--- config.mk ---
export PLATFORM = sky130hd
export DESIGN_NAME = can_rx_fifo
export DESIGN_NICKNAME = d
export VERILOG_FILES = /design/src/rtl/can_rxf_pkg.sv /design/src/rtl/rxf_data_store.sv /design/src/rtl/rxf_frame_acc.sv /design/src/rtl/rxf_info_table.sv /design/src/rtl/can_rx_fifo.sv
export SDC_FILE = /design/constraint.sdc
export NUM_CORES = 1
export LEC_CHECK = 0
export BUFFER_PORTS_ARGS = -buffer_cell sky130_fd_sc_hd__buf_2
export CORE_ASPECT_RATIO = 0.7
export CORE_MARGIN = 3
export CORE_UTILIZATION = 52
export DETAILED_ROUTE_END_ITERATION = 12
export PLACE_DENSITY = 0.7
export SLEW_MARGIN = 10
export SYNTH_ARGS = -nofsm -noshare
export SYNTH_HDL_FRONTEND = slang
export SYNTH_HIERARCHICAL = 1
export SYNTH_SLANG_ARGS = --single-unit
--- constraint.sdc ---
create_clock -name clk -period 4.2 [get_ports clk]
set_input_delay 0.63 -clock clk [delete_from_list [all_inputs] [get_ports clk]]
set_output_delay 0.63 -clock clk [all_outputs]
set_load 0.01 [all_outputs]
--- src/rtl/can_rxf_pkg.sv ---
// Shared types for the CAN receive message FIFO.
// Assumes the CAN data length code is four bits wide.
package can_rxf_pkg;
    typedef logic [7:0] byte_t;
    typedef logic [3:0] len_t;
endpackage

--- src/rtl/rxf_data_store.sv ---
// Circular byte store for received frame bytes.
// The write pointer advances once for each kept byte. The read pointer jumps
// by a whole frame's byte tally on release. Reads are combinational,
// relative to the read pointer.
// Assumes DEPTH is a power of two, so pointer sums wrap for free.
module rxf_data_store
    import can_rxf_pkg::*;
#(
    parameter int DEPTH = 64,
    localparam int AW  = $clog2(DEPTH),
    localparam int CW  = AW + 1
) (
    input  logic          clk,
    input  logic          rst_n,
    input  logic          we,
    input  byte_t         wdata,
    input  logic          adv,
    input  logic [CW-1:0] adv_amt,
    input  logic [AW-1:0] rd_off,
    output byte_t         rdata
);
    byte_t         mem [DEPTH];
    logic [AW-1:0] wr_ptr;
    logic [AW-1:0] rd_ptr;
    logic [AW-1:0] rd_addr;

    // Store the incoming byte; the array needs no reset.
    always_ff @(posedge clk) begin
        if (we) mem[wr_ptr] <= wdata;
    end

    // Move the write pointer per byte and the read pointer per released frame.
    always_ff @(posedge clk) begin
        if (!rst_n) begin
            wr_ptr <= '0;
            rd_ptr <= '0;
        end else begin
            if (we)  wr_ptr <= wr_ptr + AW'(1);
            if (adv) rd_ptr <= rd_ptr + adv_amt[AW-1:0];
        end
    end

    // Offset read within the oldest frame, wrapping modulo DEPTH.
    always_comb begin
        rd_addr = rd_ptr + rd_off;
        rdata   = mem[rd_addr];
    end
endmodule

--- src/rtl/rxf_frame_acc.sv ---
// Tracks the frame being received: bytes kept so far and whether any were dropped.
// The outputs already include a byte that arrives in the closing cycle.
// Both trackers clear when the frame is closed.
module rxf_frame_acc #(
    parameter int CW = 7
) (
    input  logic          clk,
    input  logic          rst_n,
    input  logic          byte_in,
    input  logic          byte_kept,
    input  logic          close,
    output logic [CW-1:0] nbytes,
    output logic          ovr
);
    logic [CW-1:0] cur_n;
    logic          cur_ovr;

    // Tally including the current cycle's byte.
    always_comb begin
        nbytes = cur_n + CW'(byte_kept);
        ovr    = cur_ovr | (byte_in & ~byte_kept);
    end

    // Accumulate until the frame closes, then restart.
    always_ff @(posedge clk) begin
        if (!rst_n || close) begin
            cur_n   <= '0;
            cur_ovr <= 1'b0;
        end else if (byte_in) begin
            cur_n   <= nbytes;
            cur_ovr <= ovr;
        end
    end
endmodule

--- src/rtl/rxf_info_table.sv ---
// Per-frame table holding the length code, kept-byte tally and overrun flag.
// The pointers carry one extra bit, so the difference gives the count across wrap.
// The head fields read zero while the table is empty.
// Assumes DEPTH is a power of two and push is never asserted when full.
module rxf_info_table
    import can_rxf_pkg::*;
#(
    parameter int DEPTH = 32,
    parameter int CW    = 7,
    localparam int AW   = $clog2(DEPTH),
    localparam int PW   = AW + 1
) (
    input  logic          clk,
    input  logic          rst_n,
    input  logic          push,
    input  len_t          push_len,
    input  logic          push_ovr,
    input  logic [CW-1:0] push_nbytes,
    input  logic          pop,
    output len_t          head_len,
    output logic          head_ovr,
    output logic [CW-1:0] head_nbytes,
    output logic [PW-1:0] count,
    output logic          full,
    output logic          empty
);
    len_t          len_m [DEPTH];
    logic          ovr_m [DEPTH];
    logic [CW-1:0] nb_m  [DEPTH];
    logic [PW-1:0] wr_p;
    logic [PW-1:0] rd_p;

    // Record a closed frame's fields.
    always_ff @(posedge clk) begin
        if (push) begin
            len_m[wr_p[AW-1:0]] <= push_len;
            ovr_m[wr_p[AW-1:0]] <= push_ovr;
            nb_m[wr_p[AW-1:0]]  <= push_nbytes;
        end
    end

    // Advance the write and read entry pointers.
    always_ff @(posedge clk) begin
        if (!rst_n) begin
            wr_p <= '0;
            rd_p <= '0;
        end else begin
            if (push) wr_p <= wr_p + PW'(1);
            if (pop)  rd_p <= rd_p + PW'(1);
        end
    end

    // Occupancy flags and the gated head entry.
    always_comb begin
        count       = wr_p - rd_p;
        full        = (count == PW'(DEPTH));
        empty       = (count == '0);
        head_len    = empty ? '0   : len_m[rd_p[AW-1:0]];
        head_ovr    = empty ? 1'b0 : ovr_m[rd_p[AW-1:0]];
        head_nbytes = empty ? '0   : nb_m[rd_p[AW-1:0]];
    end
endmodule

--- src/rtl/can_rx_fifo.sv ---
// CAN receive message FIFO: a byte store plus a per-frame table, with whole-frame release.
// A byte is kept only while the store has room and the table is not full.
// An end-of-frame pulse is honoured only while the table has a free entry.
// Assumes no single frame pushes more than DATA_DEPTH bytes.
module can_rx_fifo
    import can_rxf_pkg::*;
#(
    parameter int DATA_DEPTH = 64,
    parameter int INFO_DEPTH = 32,
    localparam int DA_W = $clog2(DATA_DEPTH),
    localparam int CNT_W = DA_W + 1,
    localparam int PC_W = $clog2(INFO_DEPTH) + 1
) (
    input  logic             clk,
    input  logic             rst_n,
    input  logic             wr_en,
    input  logic [7:0]       wr_data,
    input  logic             frame_done,
    input  logic [3:0]       frame_len,
    input  logic             rel_req,
    input  logic [DA_W-1:0]  rd_off,
    output logic [7:0]       rd_data,
    output logic [3:0]       head_len,
    output logic             head_ovr,
    output logic [CNT_W-1:0] byte_cnt,
    output logic [PC_W-1:0]  pkt_cnt,
    output logic             empty
);
    logic [CNT_W-1:0] byte_cnt_q;
    logic [CNT_W-1:0] head_nbytes;
    logic [CNT_W-1:0] acc_nbytes;
    logic             acc_ovr;
    logic             info_full;
    logic             byte_ok;
    logic             rel_ok;
    logic             rec_ok;

    // Gate the three events on the occupancy state.
    always_comb begin
        byte_ok = wr_en && !info_full && (byte_cnt_q < CNT_W'(DATA_DEPTH));
        rel_ok  = rel_req && !empty;
        rec_ok  = frame_done && !info_full;
    end

    // Byte occupancy, net of a same-cycle write and release.
    always_ff @(posedge clk) begin
        if (!rst_n) byte_cnt_q <= '0;
        else        byte_cnt_q <= byte_cnt_q + CNT_W'(byte_ok) - (rel_ok ? head_nbytes : '0);
    end

    assign byte_cnt = byte_cnt_q;

    rxf_data_store #(.DEPTH(DATA_DEPTH)) u_data (
        .clk     (clk),
        .rst_n   (rst_n),
        .we      (byte_ok),
        .wdata   (wr_data),
        .adv     (rel_ok),
        .adv_amt (head_nbytes),
        .rd_off  (rd_off),
        .rdata   (rd_data)
    );

    rxf_frame_acc #(.CW(CNT_W)) u_acc (
        .clk       (clk),
        .rst_n     (rst_n),
        .byte_in   (wr_en),
        .byte_kept (byte_ok),
        .close     (frame_done),
        .nbytes    (acc_nbytes),
        .ovr       (acc_ovr)
    );

    rxf_info_table #(.DEPTH(INFO_DEPTH), .CW(CNT_W)) u_info (
        .clk         (clk),
        .rst_n       (rst_n),
        .push        (rec_ok),
        .push_len    (frame_len),
        .push_ovr    (acc_ovr),
        .push_nbytes (acc_nbytes),
        .pop         (rel_ok),
        .head_len    (head_len),
        .head_ovr    (head_ovr),
        .head_nbytes (head_nbytes),
        .count       (pkt_cnt),
        .full        (info_full),
        .empty       (empty)
    );
endmodule

=== After elaboration in Yosys (flattened, before gate mapping) ===
Memories as Yosys holds them, arrays and structs flattened. A register that Yosys moved wholly into a read port is not among the register bits.
Index checks and enable logic that the tools add are counted.

* Add/subtract/negate cells: 9
* Order comparisons: 1
* Equal/unequal tests: 1
* Mux-type cells: 14
* Bitwise operators: 3
* Reductions and logical operators: 9

{| class="wikitable"
|+ Operator list
! operator !! number
|-
| 5-bit two-way mux || 6
|-
| 6-bit by 1-bit adder with 6-bit output, second input constant || 3
|-
| 7-bit by 1-bit adder with 7-bit output || 2
|-
| 7-bit two-way mux || 2
|-
| 6-bit adder || 2
|-
| 7-bit < comparator, second input constant || 1
|-
| 7-bit subtractor || 1
|-
| 6-bit == test, second input constant || 1
|-
| 6-bit zero test || 1
|-
| 6-bit subtractor || 1
|-
| 1-bit two-way mux || 5
|-
| 1-bit logical AND || 4
|-
| 4-bit two-way mux || 1
|-
| 1-bit zero test || 3
|-
| 1-bit bitwise AND || 1
|-
| 1-bit logical OR || 1
|-
| 1-bit inverter || 1
|-
| 1-bit OR || 1
|}

* Bits in registers: 39
* Bits in writable memories: 896
* Memories: 4

{| class="wikitable"
|+ Memory list
! memory !! depth !! width !! read ports !! clocked after memory_dff !! write ports !! RTL line !! source
|-
| u_data.mem || 64 || 8 || 1 || 0 || 1 || rxf_data_store.sv:22 || <nowiki>byte_t mem [DEPTH];</nowiki>
|-
| u_info.nb_m || 32 || 7 || 1 || 1 || 1 || rxf_info_table.sv:29 || <nowiki>logic [CW-1:0] nb_m [DEPTH];</nowiki>
|-
| u_info.len_m || 32 || 4 || 1 || 1 || 1 || rxf_info_table.sv:27 || <nowiki>len_t len_m [DEPTH];</nowiki>
|-
| u_info.ovr_m || 32 || 1 || 1 || 1 || 1 || rxf_info_table.sv:28 || <nowiki>logic ovr_m [DEPTH];</nowiki>
|}

=== Logic depth before layout (Yosys ltp) ===
Gate-level depths: netlist of the first run.

* Word-level depth: 8
* Depth in mapped cells: 20
* Gate-level depth less buffers: 18

=== By module ===
The synthesis of the first run kept the hierarchy.

{| class="wikitable"
|+ Modules (own cells, without submodules)
! module !! instances !! cells each !! area an instance (µm²) !! seq. area each (µm²)
|-
| rxf_data_store || 1 || 1,062 || 20,937.6 || 15,615.0
|-
| rxf_info_table || 1 || 827 || 16,032.9 || 11,871.4
|-
| can_rx_fifo || 1 || 71 || 615.6 || 140.1
|-
| rxf_frame_acc || 1 || 50 || 436.7 || 160.2
|}

=== Least setup slack after synthesis of the first run ===
OpenSTA, ideal clock, no wires.

* Kind: reg-to-reg
* Start point: reg u_info.wr_p[0]
* End point: mem u_info.nb_m[0][6], data pin
* Library setup time: 387 ps
* Arrival time: 3,908 ps
* Data required time: 3,813 ps
* Slack: -95 ps
* Cell stages (with the launch flop): 14
* Path buffers: 0
* Period minus slack after synthesis: 4,295 ps
* Cells stage by stage: dfxtp_1 > inv_1 > ha_1 > fa_1 > xnor2_1 > nor4_1 > mux2i_1 > nor3b_1 > or3b_2 > inv_1 > ha_1 > ha_1 > nand3_1 > xnor2_1

* Longest elaborated chain between the ends: 6

{| class="wikitable"
|+ RTL lines
! item !! RTL line !! source
|-
| from (decl) || rxf_info_table.sv:30 || <nowiki>logic [PW-1:0] wr_p;</nowiki>
|-
| from (signal assigned) || rxf_info_table.sv:48 || <nowiki>if (push) wr_p <= wr_p + PW'(1);</nowiki>
|-
| 6-bit subtractor || rxf_info_table.sv:55 || <nowiki>count = wr_p - rd_p;</nowiki>
|-
| net pkt_cnt[2] || can_rx_fifo.sv:26 || <nowiki>output logic [PC_W-1:0] pkt_cnt,</nowiki>
|-
| 6-bit == test || rxf_info_table.sv:56 || <nowiki>full = (count == PW'(DEPTH));</nowiki>
|-
| net info_full || can_rx_fifo.sv:33 || <nowiki>logic info_full;</nowiki>
|-
| 1-bit zero test || can_rx_fifo.sv:40 || <nowiki>byte_ok = wr_en && !info_full && (byte_cnt_q < CNT_W'(DATA_DEPTH));</nowiki>
|-
| 1-bit logical AND (2 in series) || can_rx_fifo.sv:40 ||
|-
| net byte_ok || can_rx_fifo.sv:34 || <nowiki>logic byte_ok;</nowiki>
|-
| 7-bit by 1-bit adder with 7-bit output || rxf_frame_acc.sv:20 || <nowiki>nbytes = cur_n + CW'(byte_kept);</nowiki>
|-
| net acc_nbytes[6] || can_rx_fifo.sv:31 || <nowiki>logic [CNT_W-1:0] acc_nbytes;</nowiki>
|-
| to (decl) || rxf_info_table.sv:29 ||
|}

The timed path passes the listed nets, and every way through them passes these cells.

=== Final worst setup path of the first run ===
* Start point: reg u_data.rd_ptr[0]
* End point: out rd_data[1]

* Longest elaborated chain between the ends: 2

{| class="wikitable"
|+ RTL lines
! item !! RTL line !! source
|-
| from (decl) || rxf_data_store.sv:24 || <nowiki>logic [AW-1:0] rd_ptr;</nowiki>
|-
| from (signal assigned) || rxf_data_store.sv:39 || <nowiki>if (adv) rd_ptr <= rd_ptr + adv_amt[AW-1:0];</nowiki>
|-
| 6-bit adder || rxf_data_store.sv:45 || <nowiki>rd_addr = rd_ptr + rd_off;</nowiki>
|-
| memory 64 x 8 bit || -- ||
|-
| to (decl) || can_rx_fifo.sv:22 || <nowiki>output logic [7:0] rd_data,</nowiki>
|}

Every way passes these cells.

==> impl_metrics.csv, run 1 <==
group,metric,value,unit
setup_path,crit_cells,12,
power_and_ir_drop,switching_share,30.5,%
run_status,outcome,"complete, but fails checks",
timing,slew_violations,0,
setup_path,crit_type,"register to primary output",
power_and_ir_drop,power_leakage,14.5,nW
logic_synthesis,syn_inst,2010,
drt,wirelength,86.3,mm
power_and_ir_drop,peakVddDrop,0.000569,V
logic_synthesis,syn_area,38000,um^2
setup_path,crit_path_max_incr_delay,760,ps
cts,clkTransAtPathRegs,60,ps
placement,hpwl,54.2,mm
setup_path,crit_family,"adder cells",
run_status,violations,"setup timing",
floorplan,start_util,52.8,%
drt,drt_iter0_drc,2149,
power_and_ir_drop,power.internal,18.3,mW
run,cap_violations,0,
final_layout,layout_common_cells,"896 x edfxtp_1, 183 x buf_4, 176 x mux4_2",
grt,grt_pass1_wl,128,mm
setup_path,crit_chain,"ha_4 -> inv_2 -> fa_4 -> buf_12 -> buf_8 -> mux4_2 -> mux2i_2 -> mux2i_1 -> a22oi_2 -> buf_4 -> o221ai_2 -> buf_2",
drt,route.vias.total,20000,
final_layout,final_common_cell,"edfxtp_1",
drt,drc,0,
logic_synthesis,synth_top_family_by_area,"multiplexers",
grt,grt_max_degree,65,
power_and_ir_drop,p_sw,8.02,mW
timing,fmax,230,MHz
logic_synthesis,synth_edf_count,896,
final_layout,nets,2309,
min_path,hold_class,"input port to register",
cts,cts_buffers,88,
timing,final.min_clock_period,4340,ps
logic_synthesis,yosysUniqueCellTypes,77,
final_layout,ff_latch_area,27800,um^2
final_layout,final_area,43700,um^2
timing,min_period_over_period,103,%
drt,drt-pass1-iter-count,5,
placement,post-place-ws,-175,ps
cts,cts_tree,"done",
cts,clock_sinks,940,
setup_path,start_kind,"register",
final_layout,multi_input_area,9880,um^2
power_and_ir_drop,pwr-share-clk,28.5,%
setup_path,reg2reg_depth,14,
grt,overflow,0,
power_and_ir_drop,combPwrFrac,30.9,%
floorplan,core-area,72000,um^2
floorplan,num_io_pins,50,
logic_synthesis,synth_mux_area_share,15.1,%
final_layout,fillers,5066,
drt,final_antenna_net_count,0,
logic_synthesis,synth.net_count,2072,
cts,clock_path_buffers,3,
cts,htree_levels,3,
logic_synthesis,ys_dominant_reg_cell,"edfxtp_1",
floorplan,std_cell_rows,82,
grt,antenna_found_initial,1,
logic_synthesis,ys_warn_count,6,
timing,maxSlewHeadroom,16.2,%
setup_path,cp-end-kind,"primary output",
setup_path,cp.required,3570,ps
cts,worstSkewPairLatency,650,ps
power_and_ir_drop,power_density,602,nW/um^2
timing,finalSetupTns,-791,ps
logic_synthesis,ys_ff_latch,940,
setup_path,critPathMaxFanout,13,
final_layout,area_growth,15.0,%
grt,first_global_vias,20000,
setup_path,cpMaxStageDelayCell,"fa_4",
drt,detail_route.vias_per_cell,6.09,
power_and_ir_drop,seqPwrFrac,40.7,%
final_layout,fin_util,60.7,%
placement,gp_congestion,0.859,
setup_path,worst-path-buf-inv,5,
floorplan,die_x,329,um
min_path,hold-path-cell-count,3,
final_layout,drive_above_1_share,28.4,%
timing,rsz0062_at_grt,"yes",
placement,numPortBuffers,49,
drt,wl_per_cell,26.3,um
floorplan,die_y,232,um
logic_synthesis,synthSimpleGateAreaFrac,4.92,%
timing,worstMarginPinSlew,1250,ps
timing,hold_viol_final,0,
timing,skew,25.6,ps
logic_synthesis,syn_avg_cell_area,18.9,um^2
placement,placed_cell_area,40600,um^2
logic_synthesis,synth_seq_area_share,73.1,%
timing,setup_viol,8,
logic_synthesis,yosys.area_share.xor_xnor,0.754,%
cts,cts_hold_buffers,0,
grt,grt_use_total,22.8,%
floorplan,die_area,76500,um^2
logic_synthesis,synthAdderAreaFrac,1.36,%
setup_path,arrival,3710,ps
logic_synthesis,synth_async_sr_flop_share,0,%
logic_synthesis,synth_compound_area_share,3.05,%
cts,clock-root-buffer,"clkbuf_16",
final_layout,fin_cells,3283,
timing,setup_ws,-142,ps
placement,dp.cells,3106,
-- cells in the mapped netlist (20+ instances only) --
cell | count | area [um^2]
a22o_1 | 23 | 201
o21ai_0 | 25 | 125
nor2b_1 | 21 | 131
nand3_1 | 32 | 160
mux4_2 | 176 | 3960
buf_2 | 25 | 125
a22oi_1 | 20 | 150
clkbuf_1 | 44 | 165
inv_1 | 22 | 82.6
nor3_1 | 26 | 130
edfxtp_1 | 896 | 26900
dfxtp_1 | 44 | 881
mux2i_1 | 111 | 1110
ha_1 | 35 | 438
mux2_2 | 33 | 372
nor2_1 | 97 | 364
nand2_1 | 129 | 484
-- layout make-up --
cell class / count / area share (%)
diodes: 2 / 0.0114
clock buffers: 117 / 5.38
clock inverters: 41 / 0.753
inverters: 22 / 0.189
multi-input cells: 944 / 22.6
flip-flops and latches: 940 / 63.6
well taps: 966 / 2.76
repair buffers: 251 / 4.72
-- sequential cells by signal (all words and copies together) (netlist names), named ones only --
| name | count |
|---|---|
| byte_cnt | 7 |
| u_acc/cur_n | 7 |
| u_acc/cur_ovr | 1 |
| u_data/mem | 512 |
| u_data/rd_ptr | 6 |
| u_data/wr_ptr | 6 |
| u_info/len_m | 128 |
| u_info/nb_m | 224 |
| u_info/ovr_m | 32 |
| u_info/rd_p | 6 |
| u_info/wr_p | 6 |
-- stage by stage --
step	power, mW	hold slack [ps]
2_1_floorplan	15.6	465
3_3_place_gp	18.4	482
3_5_place_dp	18.5	508
4_1_cts	26.2	351
5_1_grt	27.4	362
6_report	26.3	377
-- per-layer routing --
layer	track usage, %	part of all wire (%)	vias to the layer above	routed length (um)
li1	-	-	8593	-
met1	35.3	44	10400	38100
met2	32.1	44	910	37500
met3	6.43	10	130	8710
met4	5.80	2.3	0	1950
met5	0	0	-	0
-- power by group through the flow --
stage / Combinational (mW) / Clock, mW / Sequential [mW]
6_report: 8.13 / 7.50 / 10.7
5_1_grt: 8.68 / 7.99 / 10.7
4_1_cts: 7.88 / 7.63 / 10.7
3_5_place_dp: 7.57 / 0 / 10.9
3_3_place_gp: 7.45 / 0 / 10.9
2_1_floorplan: 4.78 / 0 / 10.8
-- worst min-delay path: cells and delay by family --
kind | cells | cell delay (ps)
buffers and inverters | 1 | 140
and+or+nand+nor | 2 | 190
-- path summary, 6_finish.rpt --
path	end	slack, ps	start
setup / recovery	rd_data[1]	-140	u_data/rd_ptr[0]
hold / removal	u_acc/cur_ovr	380	frame_done
setup reg to reg	u_data/mem[6][3]	80	u_info/rd_p[2]
hold reg to reg	u_acc/cur_n[0]	530	u_acc/cur_n[0]
-- timing repair --
item	4_1_cts	5_1_grt
pin swaps	8	7
buffers inserted	5	11
endpoints found under the setup margin	8	78
gates resized for setup	30	21
cloned	1	3
-- cells by family after synthesis --
group / count (synthesis)
AOI/OAI and AO/OA: 154
xor gates and xnor gates: 31
adders and majority gates: 39
buffers and inverters: 126
DFF: 940
muxes: 331
and+or+nand+nor: 389
(Power assumes the default switching activity.)
==> inputs of run 2 (changes only) <==
--- a/config.mk
+++ b/config.mk
@@ -14,5 +14,4 @@
 export SLEW_MARGIN = 10
 export SYNTH_ARGS = -nofsm -noshare
 export SYNTH_HDL_FRONTEND = slang
-export SYNTH_HIERARCHICAL = 1
 export SYNTH_SLANG_ARGS = --single-unit
==> impl_metrics.csv, run 2 <==
group,metric,value,unit
placement,hpwl,55.7,mm
floorplan,std_cell_rows,81,
run_status,violations,"setup timing",
drt,drt-pass1-iter-count,6,
floorplan,die_y,230,um
drt,final_antenna_net_count,0,
grt,grt_pass1_wl,128,mm
logic_synthesis,ys_top_cells_by_count,"896 x edfxtp_1, 275 x mux4_2, 157 x nor2_1",
timing,maxSlewHeadroom,28.5,%
placement,placed_cell_area,40200,um^2
floorplan,core-area,70400,um^2
floorplan,die_x,326,um
placement,dp.cells,2880,
drt,route.vias.total,18800,
final_layout,drive_above_1_share,35.3,%
power_and_ir_drop,peakVddDrop,0.000395,V
grt,first_global_vias,18900,
final_layout,final_common_cell,"edfxtp_1",
timing,fmax,223,MHz
final_layout,nets,2093,
timing,worstMarginPinSlew,1070,ps
timing,slew_violations,0,
final_layout,layout_common_cells,"896 x edfxtp_1, 275 x mux4_2, 191 x buf_4",
timing,rsz0062_at_grt,"yes",
timing,setup_ws,-280,ps
setup_path,arrival,3850,ps
placement,gp_congestion,0.820,
timing,min_period_over_period,107,%
grt,grt_use_total,23.5,%
setup_path,critPathMaxFanout,8,
run_status,outcome,"complete, but fails checks",
min_path,hp-start,"wr_en",
setup_path,crit_type,"register to primary output",
cts,cts_tree,"done",
power_and_ir_drop,power_density,631,nW/um^2
drt,detail_route.vias_per_cell,6.15,
setup_path,reg2reg_depth,19,
run,cap_violations,0,
grt,overflow,0,
final_layout,area_growth,16.6,%
logic_synthesis,yosys.area.top_type,"edfxtp_1",
setup_path,cp.required,3570,ps
min_path,hold_class,"input port to register",
placement,numPortBuffers,49,
logic_synthesis,synth_edf_count,896,
logic_synthesis,yosys-top-cells-area,"edfxtp_1 72%, mux4_2 17%, dfxtp_1 2.4%",
cts,clock_path_buffers,3,
placement,post-place-ws,-204,ps
logic_synthesis,ys_warn_count,0,
logic_synthesis,syn_avg_cell_area,21.2,um^2
setup_path,r2r_setup_slack,90,ps
power_and_ir_drop,power_leakage,14.3,nW
cts,clock_sinks,940,
logic_synthesis,syn_area,37300,um^2
drt,wirelength,86.5,mm
timing,holdWs,356,ps
cts,worstSkewPairLatency,650,ps
logic_synthesis,yosysUniqueCellTypes,52,
logic_synthesis,ys_ff_latch,940,
floorplan,start_util,53.0,%
logic_synthesis,yosysMostFrequentCell,"edfxtp_1",
final_layout,num_antenna_cells,0,
logic_synthesis,yosysTopAreaCellShare,72.1,%
final_layout,regMostFlops,"u_data.mem",
logic_synthesis,syn_inst,1763,
drt,drt_iter0_drc,2505,
timing,final.min_clock_period,4480,ps
logic_synthesis,synth.net_count,1825,
setup_path,regToRegStartpoint,"u_info.wr_p[0]",
timing,setup_viol,8,
setup_path,start_kind,"register",
final_layout,largest_reg_flops,512,
grt,antenna_found_initial,1,
setup_path,cp-end-kind,"primary output",
cts,htree_levels,3,
floorplan,num_io_pins,50,
min_path,hold-path-cell-count,3,
floorplan,die_area,75100,um^2
cts,clock-root-buffer,"clkbuf_16",
grt,grt_max_degree,65,
logic_synthesis,synth_seq_area_share,74.5,%
timing,hold_viol_final,0,
drt,wl_per_cell,28.3,um
drt,drc,0,
final_layout,fin_util,61.8,%
logic_synthesis,synth_async_sr_flop_share,0,%
logic_synthesis,ys_dominant_reg_cell,"edfxtp_1",
final_layout,fin_cells,3055,
timing,skew,27.5,ps
min_path,hold_end,"u_acc.cur_n[1]",
final_layout,final_area,43500,um^2
setup_path,r2r_end,"byte_cnt[6]",
cts,cts_buffers,87,
cts,clkTransAtPathRegs,60,ps
==> run 2: worst max path at each step <==
stage | from | to | slack (ps) | depth (start not counted)
floorplan | u_info.wr_p[0] | byte_cnt[6] | 30 | 21
global placement | u_info.wr_p[0] | byte_cnt[6] | -40 | 21
detailed placement | u_info.wr_p[0] | byte_cnt[6] | -200 | 19
CTS | u_data.rd_ptr[0] | rd_data[3] | -280 | 11
global route | u_data.rd_ptr[0] | rd_data[6] | -380 | 10
finish | u_data.rd_ptr[0] | rd_data[7] | -280 | 11
==> run 2: routing by layer <==
metal  up-vias  global-route usage [%]  share of wire, %
li1       7814                       -                 -
met1      9900                    37.2                44
met2       955                    31.9                43
met3       115                    7.83                12
met4         0                    4.75               1.7
met5         -                       0                 0
==> run 2: cells by family (layout without fill, tap and decap cells) <==
logic type	Yosys count	after routing	share of synthesized area (%)
simple gates	260	260	3.23
mux	310	310	17.5
compound gates	64	64	1.17
fa+ha+maj	39	39	1.39
buf+inv	116	454	1.43
flops	940	940	74.5
xor+xnor	34	34	0.798
==> run 2: worst max-delay path, cell delays in order (launching register included) <==
cell and delay, ps:
dfxtp_4 350, ha_4 160, fa_4 830, buf_12 160, buf_12 160, buf_6 120, buf_16 110, mux4_2 300
mux4_2 570, mux2i_1 170, a21oi_1 90, buf_2 160
==> run 2: cell type report <==
cell class,instances,area [um^2]
Sequential cell,940,27800
Fill cell,4778,26900
Multi-Input combinational cell,707,9260
Timing Repair Buffer,273,2300
Clock buffer,99,2280
Tap cell,954,1190
Clock inverter,60,588
Inverter,22,82.6
==> run 2: repair_timing <==
item,in CTS,in global routing
hold buffers,0,0
resized for setup,25,26
gates cloned,4,0
setup endpoints to repair,14,14
setup buffers,7,8
pin swaps,2,17
==> run 2: per-stage QoR <==
step	total power [mW]	TNS, ps
3_3_place_gp	19.0	-44.9
4_1_cts	27.4	-2170
6_report	27.4	-2150
3_5_place_dp	19.1	-218
5_1_grt	28.6	-2910
2_1_floorplan	16.0	0
==> run 2: power breakdown <==
part / switching [mW] / internal (mW) / leakage (nW)
combinational: 4.51 / 4.29 / 4.35
sequential: 0.166 / 10.5 / 8.55
clock: 3.45 / 4.49 / 1.41
total: 8.12 / 19.3 / 14.3
==> inputs of run 3 (changes only) <==
==> constraint.sdc (replaced) <==
create_clock -name clk -period 4 [get_ports clk]
set_input_delay 0.6 -clock clk [delete_from_list [all_inputs] [get_ports clk]]
set_output_delay 0.6 -clock clk [all_outputs]
set_load 0.01 [all_outputs]
==> impl_metrics.csv, run 3 (synthesis gave the netlist of run 2 again) <==
group,metric,value,unit
drt,route.vias.total,18800,
drt,final_antenna_net_count,0,
run_status,violations,"setup timing",
timing,final.min_clock_period,4620,ps
setup_path,crit_path_max_incr_delay,830,ps
final_layout,fin_util,62.3,%
grt,antenna_found_initial,0,
final_layout,nets,2118,
timing,hold_viol_final,0,
grt,first_global_vias,19000,
setup_path,cp.required,3400,ps
min_path,hold-path-cell-count,3,
floorplan,num_io_pins,50,
setup_path,critPathMaxFanout,7,
floorplan,die_x,326,um
cts,clock_path_buffers,3,
final_layout,final_common_cell,"edfxtp_1",
timing,skew,20.5,ps
timing,rsz0062_at_grt,"yes",
min_path,hold_end,"u_acc.cur_n[0]",
power_and_ir_drop,power.internal,21.0,mW
floorplan,die_area,75100,um^2
min_path,hp-start,"wr_en",
power_and_ir_drop,switching_share,29.0,%
setup_path,crit_chain,"ha_4 -> fa_4 -> buf_12 -> buf_12 -> buf_16 -> mux4_2 -> mux4_2 -> nor2b_4 -> a211oi_2 -> buf_4 -> a21oi_1 -> buf_2",
cts,clock-root-buffer,"clkbuf_16",
floorplan,start_util,53.0,%
placement,numPortBuffers,49,
grt,grt_use_total,23.4,%
cts,cts_tree,"done",
setup_path,cp-startpoint,"u_data.rd_ptr[0]",
grt,grt_max_degree,65,
power_and_ir_drop,power_leakage,14.5,nW
cts,worstSkewPairLatency,640,ps
setup_path,worst-path-buf-inv,5,
final_layout,drive_above_1_share,36.7,%
run_status,outcome,"complete, but fails checks",
cts,clock_sinks,940,
timing,setup_ws,-618,ps
setup_path,r2r_setup_slack,-160,ps
placement,gp_congestion,0.825,
grt,overflow,0,
placement,hpwl,55.6,mm
final_layout,layout_common_cells,"896 x edfxtp_1, 275 x mux4_2, 220 x buf_4",
setup_path,regToRegStartpoint,"u_info.rd_p[4]",
drt,wirelength,86.6,mm
setup_path,r2r_end,"byte_cnt[6]",
setup_path,arrival,4020,ps
run,cap_violations,0,
setup_path,start_kind,"register",
timing,slew_violations,0,
drt,drc,0,
drt,detail_route.vias_per_cell,6.12,
final_layout,largest_reg_flops,512,
floorplan,die_y,230,um
placement,placed_cell_area,40400,um^2
floorplan,core-area,70400,um^2
setup_path,cpMaxStageDelayCell,"fa_4",
power_and_ir_drop,combPwrFrac,32.4,%
timing,min_period_over_period,115,%
grt,grt_pass1_wl,128,mm
power_and_ir_drop,power_density,673,nW/um^2
cts,clkTransAtPathRegs,60,ps
power_and_ir_drop,seqPwrFrac,38.1,%
final_layout,fillers,4739,
min_path,hold_class,"input port to register",
placement,post-place-ws,-383,ps
timing,maxSlewHeadroom,19.2,%
final_layout,final_area,43900,um^2
cts,cts_buffers,88,
power_and_ir_drop,p_sw,8.55,mW
drt,drt_iter0_drc,2234,
timing,fmax,217,MHz
setup_path,crit_type,"register to primary output",
power_and_ir_drop,peakVddDrop,0.000492,V
cts,htree_levels,3,
floorplan,std_cell_rows,81,
final_layout,regMostFlops,"u_data.mem",
power_and_ir_drop,pwr-share-clk,29.5,%
drt,drt-pass1-iter-count,5,
drt,wl_per_cell,28.1,um
setup_path,cp-end-kind,"primary output",
timing,setup_viol,9,
setup_path,reg2reg_depth,19,
timing,worstMarginPinSlew,1210,ps
setup_path,crit_family,"adder cells",
final_layout,area_growth,17.6,%
==> run 3: area by class of cell <==
cell class | instances | area [um^2] | area share, %
well taps | 954 | 1190 | 2.72
clock buffers | 108 | 2360 | 5.38
clock inverters | 51 | 653 | 1.49
inverters | 22 | 82.6 | 0.188
repair buffers | 297 | 2480 | 5.66
flip-flops and latches | 940 | 27800 | 63.3
diodes | 1 | 2.50 | 0.00570
multi-input cells | 707 | 9320 | 21.2
==> run 3: power by group through the flow <==
stage,sequential [mW],clock [mW],combinational (mW)
floorplan,11.4,0,5.48
global placement,11.4,0,8.61
detailed placement,11.5,0,8.72
CTS,11.2,8.86,9.16
global route,11.3,9.26,10.2
finish,11.2,8.72,9.57
==> run 3: worst max-delay path by stage <==
stage | to | slack (ps) | depth (start not counted)
floorplan | byte_cnt[6] | -160 | 21
global placement | byte_cnt[6] | -330 | 21
detailed placement | rd_data[7] | -380 | 10
CTS | rd_data[6] | -570 | 11
global route | rd_data[4] | -710 | 12
finish | rd_data[4] | -620 | 12
==> run 3: worst reg2reg max path, delay by kind of cell, from the launching register on <==
kind	cells	cell delay (ps)
DFF	1	340
buffers and inverters	6	820
adders and majority gates	3	820
xor gates and xnor gates	1	110
AOI/OAI and AO/OA	4	980
and+or+nand+nor	5	960
==> run 3: timing repair <==
action / CTS / global route
hold buffers: 0 / 0
buffers inserted: 6 / 6
pin swaps: 4 / 14
cloned: 3 / 2
gates resized for setup: 30 / 29
endpoints found under the setup margin: 12 / 113
==> run 3: metrics by stage <==
step	hold WS, ps	instances	total power [mW]	TNS (ps)
after floorplan	454	1763	16.8	-155
after global placement	465	2902	20.0	-2540
after detailed placement	479	2902	20.2	-2870
after CTS	315	3070	29.3	-4490
after global routing	351	3079	30.7	-5590
final	353	3080	29.5	-4760
==> run 3: per-layer routing <==
metal / share of wire, % / track usage [%] / wire (um)
met1: 44 / 37.4 / 38400
met2: 43 / 32.2 / 37300
met3: 11 / 6.39 / 9230
met4: 1.9 / 5.63 / 1690
met5: 0 / 0 / 0
